==> src/rtl/rtc_pkg.sv <==
`timescale 1ns/1ps
package rtc_pkg;

    typedef struct packed {
        logic [6:0] sec;
        logic [6:0] min;
        logic [5:0] hour;
        logic [2:0] dow;
        logic [5:0] date;
        logic [4:0] mon;
        logic [7:0] year;
    } rtc_time_t;

    typedef enum logic [2:0] {
        RIDX_CTRL = 3'd0,
        RIDX_SEC  = 3'd1,
        RIDX_MIN  = 3'd2,
        RIDX_HOUR = 3'd3,
        RIDX_DOW  = 3'd4,
        RIDX_DATE = 3'd5,
        RIDX_MON  = 3'd6,
        RIDX_YEAR = 3'd7
    } rtc_idx_e;

    localparam rtc_time_t TIME_AT_RESET = '{
        sec: 7'h00, min: 7'h00, hour: 6'h00, dow: 3'd1,
        date: 6'h01, mon: 5'h01, year: 8'h00
    };

    // Two-digit BCD increment (no wrap handling beyond the digit carry).
    function automatic logic [7:0] bcd_next(input logic [7:0] v);
        if (v[3:0] == 4'd9) return {v[7:4] + 4'd1, 4'd0};
        else                return {v[7:4], v[3:0] + 4'd1};
    endfunction

    // Multiple of four in decimal: odd tens need ones 2/6, even tens need 0/4/8.
    function automatic logic leap_bcd(input logic [7:0] y);
        if (y[4]) return (y[3:0] == 4'd2) || (y[3:0] == 4'd6);
        else      return (y[3:0] == 4'd0) || (y[3:0] == 4'd4) || (y[3:0] == 4'd8);
    endfunction

    function automatic logic [5:0] month_end(input logic [4:0] m, input logic [7:0] y);
        case (m)
            5'h02:                      return leap_bcd(y) ? 6'h29 : 6'h28;
            5'h04, 5'h06, 5'h09, 5'h11: return 6'h30;
            default:                    return 6'h31;
        endcase
    endfunction

endpackage

==> src/rtl/rtc_chain.sv <==
`timescale 1ns/1ps
module rtc_chain
    import rtc_pkg::*;
#(
    parameter int DIV = 1
) (
    input  logic      clk,
    input  logic      rst,
    input  logic      tick,
    input  logic      halt,
    input  logic      load,
    input  rtc_time_t load_val,
    output rtc_time_t now_q
);
    localparam int SUB_W = (DIV > 1) ? $clog2(DIV) : 1;

    logic      step;
    rtc_time_t nxt;

    generate
        if (DIV == 1) begin : g_nodiv
            assign step = tick & ~halt;
        end else begin : g_div
            logic [SUB_W-1:0] sub_q;
            always_ff @(posedge clk) begin
                if (rst || load)
                    sub_q <= '0;
                else if (tick && !halt)
                    sub_q <= (sub_q == SUB_W'(DIV - 1)) ? '0 : sub_q + 1'b1;
            end
            assign step = tick & ~halt & (sub_q == SUB_W'(DIV - 1));


            sub_range_chk: assert property (@(posedge clk) disable iff (rst)
                sub_q <= SUB_W'(DIV - 1));
        end
    endgenerate

    // Carry cascade: each field moves only when every lower field wraps.
    always_comb begin
        nxt = now_q;
        if (load) begin
            nxt = load_val;
        end else if (step) begin
            if (now_q.sec != 7'h59) begin
                nxt.sec = 7'(bcd_next({1'b0, now_q.sec}));
            end else begin
                nxt.sec = 7'h00;
                if (now_q.min != 7'h59) begin
                    nxt.min = 7'(bcd_next({1'b0, now_q.min}));
                end else begin
                    nxt.min = 7'h00;
                    if (now_q.hour != 6'h23) begin
                        nxt.hour = 6'(bcd_next({2'b00, now_q.hour}));
                    end else begin
                        nxt.hour = 6'h00;
                        nxt.dow  = (now_q.dow >= 3'd7) ? 3'd1 : now_q.dow + 3'd1;
                        if (now_q.date < month_end(now_q.mon, now_q.year)) begin
                            nxt.date = 6'(bcd_next({2'b00, now_q.date}));
                        end else begin
                            nxt.date = 6'h01;
                            if (now_q.mon < 5'h12) begin
                                nxt.mon = 5'(bcd_next({3'b000, now_q.mon}));
                            end else begin
                                nxt.mon  = 5'h01;
                                nxt.year = (now_q.year == 8'h99) ? 8'h00 : bcd_next(now_q.year);
                            end
                        end
                    end
                end
            end
        end
    end

    always_ff @(posedge clk) begin
        if (rst) now_q <= TIME_AT_RESET;
        else     now_q <= nxt;
    end


    stop_hold_chk: assert property (@(posedge clk) disable iff (rst)
        (halt && !load) |=> $stable(now_q));


    load_apply_chk: assert property (@(posedge clk) disable iff (rst)
        load |=> (now_q == $past(load_val)));


    sec_wrap_chk: assert property (@(posedge clk) disable iff (rst)
        (step && !load && now_q.sec == 7'h59) |=> (now_q.sec == 7'h00));

endmodule

==> src/rtl/rtc_regfile.sv <==
`timescale 1ns/1ps
module rtc_regfile
    import rtc_pkg::*;
(
    input  logic       clk,
    input  logic       rst,
    input  logic [2:0] bus_addr,
    input  logic       bus_we,
    input  logic [7:0] bus_wdata,
    input  rtc_time_t  live,
    output logic [7:0] bus_rdata,
    output logic       load,
    output rtc_time_t  load_val,
    output logic       halt
);
    logic       stage_q, hold_q, sign_q;
    logic [4:0] mag_q;
    logic       stop_q, kick_q, ftest_q;
    rtc_time_t  shadow_q, snap_q, vis;

    rtc_idx_e idx;
    logic     ctrl_wr, stage_on;

    assign idx      = rtc_idx_e'(bus_addr);
    assign ctrl_wr  = bus_we && (idx == RIDX_CTRL);
    assign stage_on = ctrl_wr &&  bus_wdata[7] && !stage_q;
    assign load     = ctrl_wr && !bus_wdata[7] &&  stage_q;
    assign load_val = shadow_q;
    assign halt     = stop_q;
    assign vis      = hold_q ? snap_q : live;

    always_ff @(posedge clk) begin
        if (rst) begin
            stage_q <= 1'b0;
            hold_q  <= 1'b0;
            sign_q  <= 1'b0;
            mag_q   <= '0;
            stop_q  <= 1'b0;
            kick_q  <= 1'b0;
            ftest_q <= 1'b0;
        end else if (bus_we) begin
            case (idx)
                RIDX_CTRL: {stage_q, hold_q, sign_q, mag_q} <= bus_wdata;
                RIDX_SEC:  stop_q  <= bus_wdata[7];
                RIDX_HOUR: kick_q  <= bus_wdata[7];
                RIDX_DOW:  ftest_q <= bus_wdata[6];
                default: ;
            endcase
        end
    end

    always_ff @(posedge clk) begin
        if (rst) begin
            shadow_q <= TIME_AT_RESET;
        end else if (stage_on) begin
            shadow_q <= live;
        end else if (bus_we && stage_q) begin
            case (idx)
                RIDX_SEC:  shadow_q.sec  <= bus_wdata[6:0];
                RIDX_MIN:  shadow_q.min  <= bus_wdata[6:0];
                RIDX_HOUR: shadow_q.hour <= bus_wdata[5:0];
                RIDX_DOW:  shadow_q.dow  <= bus_wdata[2:0];
                RIDX_DATE: shadow_q.date <= bus_wdata[5:0];
                RIDX_MON:  shadow_q.mon  <= bus_wdata[4:0];
                RIDX_YEAR: shadow_q.year <= bus_wdata;
                default: ;
            endcase
        end
    end

    always_ff @(posedge clk) begin
        if (rst)          snap_q <= TIME_AT_RESET;
        else if (!hold_q) snap_q <= live;
    end

    always_comb begin
        case (idx)
            RIDX_CTRL: bus_rdata = {stage_q, hold_q, sign_q, mag_q};
            RIDX_SEC:  bus_rdata = {stop_q, vis.sec};
            RIDX_MIN:  bus_rdata = {1'b0, vis.min};
            RIDX_HOUR: bus_rdata = {kick_q, 1'b0, vis.hour};
            RIDX_DOW:  bus_rdata = {1'b0, ftest_q, 3'b000, vis.dow};
            RIDX_DATE: bus_rdata = {2'b00, vis.date};
            RIDX_MON:  bus_rdata = {3'b000, vis.mon};
            default:   bus_rdata = vis.year;
        endcase
    end


    freeze_hold_chk: assert property (@(posedge clk) disable iff (rst)
        (hold_q && $past(hold_q)) |-> $stable(snap_q));


    stage_copy_chk: assert property (@(posedge clk) disable iff (rst)
        stage_on |=> (shadow_q == $past(live)));

endmodule

==> src/rtl/rtc_bcd_core.sv <==
`timescale 1ns/1ps
module rtc_bcd_core
    import rtc_pkg::*;
#(
    parameter int DIV = 1
) (
    input  logic       clk,
    input  logic       rst,
    input  logic       tick_en,
    input  logic [2:0] bus_addr,
    input  logic       bus_we,
    input  logic [7:0] bus_wdata,
    output logic [7:0] bus_rdata
);
    rtc_time_t live_time, staged_time;
    logic      do_load, do_halt;

    rtc_chain #(.DIV(DIV)) u_chain (
        .clk      (clk),
        .rst      (rst),
        .tick     (tick_en),
        .halt     (do_halt),
        .load     (do_load),
        .load_val (staged_time),
        .now_q    (live_time)
    );

    rtc_regfile u_regs (
        .clk       (clk),
        .rst       (rst),
        .bus_addr  (bus_addr),
        .bus_we    (bus_we),
        .bus_wdata (bus_wdata),
        .live      (live_time),
        .bus_rdata (bus_rdata),
        .load      (do_load),
        .load_val  (staged_time),
        .halt      (do_halt)
    );


    load_clear_chk: assert property (@(posedge clk) disable iff (rst)
        do_load |=> (bus_rdata[7] == 1'b0 || bus_addr != 3'd0));

endmodule

==> config.mk <==
export PLATFORM = sky130hd
export DESIGN_NAME = rtc_bcd_core
export DESIGN_NICKNAME = d
export VERILOG_FILES = /design/src/rtl/rtc_pkg.sv /design/src/rtl/rtc_chain.sv /design/src/rtl/rtc_regfile.sv /design/src/rtl/rtc_bcd_core.sv
export SDC_FILE = /design/constraint.sdc
export NUM_CORES = 1
export LEC_CHECK = 0
export ABC_AREA = 1
export BUFFER_PORTS_ARGS = -buffer_cell sky130_fd_sc_hd__buf_4
export CAP_MARGIN = 25
export CORE_ASPECT_RATIO = 0.8
export CORE_UTILIZATION = 55
export CTS_CLUSTER_SIZE = 25
export DETAILED_ROUTE_END_ITERATION = 7
export PLACE_DENSITY = 0.72
export SLEW_MARGIN = 20
export SYNTH_ARGS = -nofsm -noshare
export SYNTH_HDL_FRONTEND = slang
export SYNTH_SLANG_ARGS = --single-unit
==> constraint.sdc <==
create_clock -name clk -period 2.3 [get_ports clk]
set_input_delay 0.345 -clock clk [delete_from_list [all_inputs] [get_ports clk]]
set_output_delay 0.345 -clock clk [all_outputs]
set_load 0.05 [all_outputs]
# Yosys cells after proc, flatten, opt, wreduce, memory -nomap -nowiden
# Index checks and enable logic that the tools add are counted.
[op_classes]
n_addsub = 13
mul = 0
n_div = 0
order_cmp = 3
n_eq_ne = 36
shifts = 0
mux = 45
bitwise = 2
reduce_logical = 46
[op_table]
columns = ["op", "count"]
rows = [
  ["42-bit two-way mux", 5],
  ["6-bit two-way mux", 11],
  ["8-bit one-hot mux with 7 select lines", 1],
  ["7-bit two-way mux", 6],
  ["35-bit two-way mux", 1],
  ["8-bit two-way mux", 4],
  ["4-bit by 1-bit adder with 4-bit output, second input constant", 7],
  ["4-bit == test, second input constant", 7],
  ["28-bit two-way mux", 1],
  ["2-bit AND reduction", 13],
  ["22-bit two-way mux", 1],
  ["2-bit nonzero test", 9],
  ["5-bit two-way mux", 3],
  ["3-bit != test, second input constant", 5],
  ["7-bit != test, second input constant", 2],
  ["13-bit two-way mux", 1],
  ["3-bit == test, second input constant", 4],
  ["6-bit one-hot mux with 2 select lines", 1],
  ["6-bit AND reduction", 2],
  ["5-bit by 3-bit == test with 1-bit output, second input constant", 2],
  ["2-bit != test, second input constant", 5],
  ["5-bit AND reduction", 2],
  ["3-bit by 1-bit adder with 3-bit output, second input constant", 3],
  ["4-bit by 3-bit == test with 1-bit output, second input constant", 2],
  ["27 further kinds", 47],
]
[word_totals]
reg_bits = 137
latchBits = 0
ramBits = 0
romBits = 0
inputBits = 15
wordCells = 179
n_memories = 0

# Logic depth before layout (Yosys ltp)
# Gate-level depths: netlist (run 1).
[logic_depth]
word_depth = 24
mapped_depth = 14
ltp_nobuf = 14

# Modules after synthesis
# A second synthesis (run 1) with hierarchy kept.
[hier_totals]
cells_unflattened = 1133
hier_area_um2 = 7538.5
[by_module_without_submodules]
columns = ["module", "instances", "cells_per_inst", "area_per_inst_um2"]
rows = [
  ["rtc_regfile", 1, 726, 4713.3],
  ["rtc_chain", 1, 407, 2825.2],
]

# Least setup slack after synthesis (run 1)
# OpenSTA, ideal clock, no wires.
[synth_path]
path_type = "flip-flop to output port"
start = "reg u_regs.hold_q"
end = "out bus_rdata[1]"
arrival_time_ns = 2.306
setup_slack_ns = -0.351
path_stages_with_launch = 7
path_buffers = 3
path_cell_list = "dfxtp_1 buf_2 inv_2 clkbuf_1 clkbuf_1 o21ai_0 o21ai_0"
[synth_between]
elab_chain_len = 2
[synth_lines]
columns = ["item", "line", "rtl"]
rows = [
  ["from (decl)", "rtc_regfile.sv:16", "logic stage_q, hold_q, sign_q;"],
  ["from (signal assigned)", "rtc_regfile.sv:43", "RIDX_CTRL: {stage_q, hold_q, sign_q, mag_q} <= bus_wdata;"],
  ["42-bit two-way mux", "--", ""],
  ["8-bit one-hot mux with 7 select lines", "rtc_regfile.sv:77", "case (idx)"],
  ["to (decl)", "rtc_bcd_core.sv:13", "output logic [7:0] bus_rdata"],
]
# Every way passes these cells.

# Worst setup path after layout (run 1)
[layout_path]
start = "reg u_regs.hold_q"
end = "out bus_rdata[2]"
# The elaborated chain is that of the path after synthesis.

==> results of run 1 <==
worst max-delay path by stage:
stage / slack (ns) / to / from
finish: -0.04 / bus_rdata[2] / u_regs.hold_q
global route: -0.08 / bus_rdata[2] / u_regs.hold_q
CTS: -0.04 / bus_rdata[2] / u_regs.hold_q
detailed placement: 0.09 / u_chain.now_q[0] / u_chain.now_q[11]
global placement: 0.17 / u_chain.now_q[2] / u_chain.now_q[12]
floorplan: -0.06 / bus_rdata[6] / u_regs.hold_q
registers in the layout, summed over array words and instances (netlist names):
signal and flops:
u_chain.now_q 42, u_regs.ftest_q 1, u_regs.halt 1, u_regs.hold_q 1
u_regs.kick_q 1, u_regs.load_val 42, u_regs.mag_q 5, u_regs.sign_q 1
u_regs.snap_q 42, u_regs.stage_q 1
logic make-up (layout without fill, tap and decap cells):
| logic type | Yosys count | in the layout |
|---|---|---|
| adders and majority gates | 15 | 15 |
| xor gates and xnor gates | 13 | 13 |
| DFF | 137 | 137 |
| and+or+nand+nor | 294 | 294 |
| AOI/OAI and AO/OA | 318 | 318 |
| muxes | 7 | 7 |
| buffers and inverters | 129 | 168 |
final cells by class:
| cell class | instances | area, um2 |
|---|---|---|
| Sequential cell | 137 | 2750 |
| Timing Repair Buffer | 55 | 533 |
| Inverter | 82 | 313 |
| Tap cell | 148 | 185 |
| Clock inverter | 12 | 174 |
| Fill cell | 905 | 3640 |
| Clock buffer | 19 | 443 |
| Multi-Input combinational cell | 647 | 3570 |
what timing repair did:
item                       CTS  global route
resized for setup           59            30
buffers inserted             2             2
setup endpoints to repair    6            25
cloned                       2             0
pin swaps                    5             9
worst max-delay path, stage by stage, from the launching register on:
cell and delay (ns):
dfxtp_4 0.38, buf_12 0.15, mux2i_4 0.28, o22ai_2 0.12
nor4_4 0.34, o21ai_1 0.13, buf_6 0.17
power groups by stage:
| stage | logic [mW] | registers (mW) | clock network (mW) |
|---|---|---|---|
| 6_report | 0.381 | 2.44 | 2.89 |
| 5_1_grt | 0.409 | 2.44 | 3.00 |
| 4_1_cts | 0.363 | 2.43 | 2.89 |
| 3_5_place_dp | 0.330 | 2.48 | 0 |
| 3_3_place_gp | 0.324 | 2.48 | 0 |
| 2_1_floorplan | 0.212 | 2.48 | 0 |
cell usage in the layout, fill, tap and decap left out, drive strengths merged, types with 3 or more instances in the layout:
master / synthesis / final
a31oi: 4 / 4
mux2i: 7 / 7
nor2: 102 / 102
nand2: 141 / 141
nand4: 4 / 4
a21oi: 129 / 129
dfxtp: 137 / 137
clkinv: 1 / 7
o21ai: 143 / 143
o211ai: 7 / 7
clkbuf: 30 / 19
a22oi: 5 / 5
nand3: 35 / 35
ha: 15 / 15
a211oi: 4 / 4
o22ai: 19 / 19
xor2: 12 / 12
inv: 81 / 82
nor4: 3 / 3
bufinv: 0 / 4
buf: 17 / 55
nor3: 7 / 7
routing by layer:
layer  wire, um  part of all wire  global-route usage
met2       8620              0.44               0.487
met1       8600              0.44               0.443
met5          0                 0                   0
met3       1710             0.088              0.0517
met4        584             0.030               0.163
==> flow_summary.ini, run 1 <==
[die]
fp.dieH_um = 100
rows = 35
start_util = 0.570
die_x_um = 125
dieArea_um2 = 12500
core_um2 = 11600
io_pins = 23

[timing]
fin_crit_ns = 2.34
fin_ws_ns = -0.0385
tightest_slew_ns = 0.998
fin_crit_sh = 1.02
slew_violations = 0
finalHoldViolations = 0
maxClockFrequency_mhz = 428
tns_ns = -0.103
finalSetupViolCount = 4
whs_ns = 0.166
fin_worst_skew_ns = 0.00803
rsz0062_at_grt = true
slew_headroom = 0.332

[setup_path]
rr_worst_depth = 14
endpoint_kind = primary output
r2r_start = u_chain.now_q[8]
cp_max_fo = 7
arrival_ns = 1.99
r2r_end = u_chain.now_q[3]
rrSetupSlack_ns = 0.15
path_class = register to primary output
cp-start-kind = register
required_ns = 1.96

[power_and_ir_drop]
vdd_drop_max_mv = 0.624
power.density_nw_per_um2 = 717
combinationalPowerShare = 0.067
p_clk_frac = 0.506
seqPwrFrac = 0.427
swShare = 0.234
p_int_mw = 4.37
switching_power_mw = 1.33
design_power_total_mw = 5.71
p_leak_nw = 3.46

[logic_synthesis]
synthArstFlopShare = 0
synth_top_family_by_area = compound AO/OA/AOI/OAI gates
yosysUniqueCellTypes = 44
synthAdderAreaFrac = 0.0284
ys.flop_type = dfxtp_1
synth_xor_area_frac = 0.0172
yosysTopAreaCellShare = 0.414
yosysTopAreaCell = dfxtp_1
synthTopCellsByArea = dfxtp_1, a21oi_1, o21ai_0, nand2_1, nor2_1
synth_nets = 943
synthesis.area_um2 = 6620
synth_mux_area_frac = 0.0106
synth_edf_count = 0
yosysWarnings = 0
yosys.area_share.simple = 0.191
synth_compound_gate_area_share = 0.260
yosysSeqAreaShare = 0.414
syn_avg_cell_area_um2 = 7.25
synth_seq_cells = 137
postSynthCellCount = 913
yosys-top-cells-count = dfxtp_1, nand2_1, a21oi_1

[route]
drt-initial-drc-count = 772
wl_per_cell_um = 17.7
ant_nets = 0
drt_wl_total_um = 19500
drcViolationCount = 0
vias_per_cell = 6.03
route.vias.total = 6628
dr.pass1.iters = 5

[outcome]
violations = negative setup slack
outcome = finished with violations

[cts]
htreeDepth = 4
cts_buffers = 17
hold_buffers = 0
clk_latency_ns = 0.42
cts_max_path_buffers = 2
cts-root-buf = clkbuf_16
clk_pin_slew_worst_paths_ns = 0.06
cts.sinks = 137
cts_tree = yes

[layout]
stdcell_count = 1100
drive_gt1_frac = 0.161
final_area_um2 = 7960
finish.utilization = 0.686
fin_nets = 970
antennaDiodeCount = 0
area_delta_synth_final_pct = 20.3

[placement]
dp_slack_ns = 0.0925
place_area_um2 = 7000
hpwl_um = 12900
routabilityCongestion = 0.928
place_inst = 1063
io_buffers = 22

[global_route]
grt_overflow = 0
grt_pass1_vias = 6117
grt_usage = 0.320
antenna_found_initial = 0
grt_pass1_wl_um = 31600
grt_max_degree = 59

[min_path]
holdPathStages = 2
min_path_type = input pin to register
hold_end = u_regs.snap_q[30]
min_from = rst

[job]
drv_cap = 0
Power figures use the tool's default switching activity.
==> run 2, diff against run 1 <==
- CORE_UTILIZATION: 55 -> 60
- PLACE_DENSITY: 0.72 -> 0.77
- SETUP_SLACK_MARGIN: default -> 0.2
==> flow_summary.ini, run 2 (synthesis results as in run 1) <==
[route]
route.vias.total = 7002
ant_nets = 0
vias_per_cell = 6.34
drcViolationCount = 0
drt-initial-drc-count = 870
wl_per_cell_um = 19.4
drt_wl_total_um = 21500
dr.pass1.iters = 6

[global_route]
grt_overflow = 0
grt_usage = 0.366
met3_usage = 0.0812
grt_pass1_wl_um = 32300
use_met2 = 0.601
grt_pass1_vias = 6448
antenna_found_initial = 0
top_usage_layer = met2
grt_max_degree = 51
grt_use_met1 = 0.475

[layout]
fillers = 707
layout_common_cells = nand2_1, dfxtp_1, a21oi_1
antennaDiodeCount = 0
fin_nets = 981
stdcell_count = 1104
final_common_cell = nand2_1
drive_gt1_frac = 0.193
finish.utilization = 0.780
area_delta_synth_final_pct = 23.6

[timing]
slew_violations = 0
finalHoldViolations = 0
maxClockFrequency_mhz = 407
slew_headroom = 0.279
finalSetupViolCount = 5
fin_worst_skew_ns = 0.00810
rsz0062_at_grt = true
tightest_slew_ns = 1.08
fin_crit_sh = 1.07
fin_ws_ns = -0.160
tns_ns = -0.305
whs_ns = 0.206
fin_crit_ns = 2.46

[setup_path]
r2r_start = u_chain.now_q[8]
required_ns = 1.96
cp_max_fo = 16
rrSetupSlack_ns = 0.16
rr_worst_depth = 13
endpoint_kind = primary output
path_class = register to primary output
crit_start = u_regs.hold_q
cp-start-kind = register
arrival_ns = 2.11
r2r_end = u_chain.now_q[16]

[cts]
cts_buffers = 17
clk_pin_slew_worst_paths_ns = 0.06
clk_latency_ns = 0.42
cts_max_path_buffers = 2
cts.sinks = 137
cts_tree = yes
htreeDepth = 4
cts-root-buf = clkbuf_16
hold_buffers = 0

[die]
fp.dieH_um = 95.9
dieArea_um2 = 11500
core_um2 = 10500
die_x_um = 119
start_util = 0.631
rows = 33
io_pins = 23

[min_path]
holdPathStages = 3
hold_end = u_regs.mag_q[4]
min_path_type = input pin to register
min_from = bus_wdata[4]

[outcome]
violations = negative setup slack
outcome = finished with violations

[power_and_ir_drop]
swShare = 0.232
p_clk_frac = 0.512
p_leak_nw = 3.54
power.density_nw_per_um2 = 711
p_int_mw = 4.47
switching_power_mw = 1.35
combinationalPowerShare = 0.069
vdd_drop_max_mv = 0.478
seqPwrFrac = 0.419

[placement]
place_inst = 1056
hpwl_um = 13000
routabilityCongestion = 0.919
io_buffers = 22

[job]
drv_cap = 0
-- run 2: cell types whose count changed in the layout (fill, tap and decap cells not counted), moves of 3 or more --
cell     previous run  this run
buf_4              42        51
nor2_1             96        92
o21ai_0            95        99
nor2_2              2         5
dfxtp_2             0         5
dfxtp_1           136       131
o21ai_1            23        19
inv_1              70        67
-- run 2: worst max path at each step --
stage | end | slack [ns] | cells after the start
after floorplan | bus_rdata[6] | -0.06 | 6
after global placement | bus_rdata[2] | 0.10 | 8
after detailed placement | bus_rdata[2] | 0.04 | 8
after CTS | bus_rdata[1] | -0.008 | 6
after global routing | bus_rdata[2] | -0.20 | 6
final | bus_rdata[2] | -0.16 | 7
-- run 2: worst max-delay path, cell delays in order (launching register included) --
cell     delay (ns)
dfxtp_4        0.38
inv_8          0.07
buf_16         0.16
o21ai_1        0.22
o22ai_2        0.16
nor4_4         0.38
o21ai_2        0.14
buf_6          0.18
-- run 2: stage by stage --
stage               instance area, um2  power (mW)  setup slack [ns]
finish                            8180        5.82            -0.160
floorplan                         6630        2.69           -0.0573
global placement                  7000        2.81             0.100
global route                      8180        5.94            -0.204
CTS                               7900        5.77          -0.00790
detailed placement                7000        2.82            0.0375
-- run 2: timing repair --
| item | 4_1_cts | 5_1_grt |
|---|---|---|
| pin swaps | 8 | 16 |
| setup buffers | 4 | 8 |
| gates cloned | 2 | 2 |
| setup endpoints to repair | 22 | 30 |
| resized for setup | 67 | 43 |
-- run 2: layout make-up --
type                            instances  area, um2  share of cell area
Clock inverter                         12        199              0.0243
Sequential cell                       137       2750               0.336
Clock buffer                           20        437              0.0534
Inverter                               82        322              0.0393
Tap cell                              140        175              0.0214
Timing Repair Buffer                   65        621              0.0759
Multi-Input combinational cell        648       3680               0.449
-- run 2: power groups by stage --
| stage | logic [mW] | registers (mW) | clock network [mW] |
|---|---|---|---|
| 2_1_floorplan | 0.214 | 2.48 | 0 |
| 3_3_place_gp | 0.323 | 2.48 | 0 |
| 3_5_place_dp | 0.333 | 2.48 | 0 |
| 4_1_cts | 0.373 | 2.43 | 2.96 |
| 5_1_grt | 0.427 | 2.44 | 3.07 |
| 6_report | 0.403 | 2.44 | 2.98 |
-- run 2: routing by layer --
metal | up-vias | part of all wire
li1 | 3183 | -
met1 | 3283 | 0.40
met2 | 442 | 0.45
met3 | 94 | 0.10
met4 | 0 | 0.040
met5 | - | 0
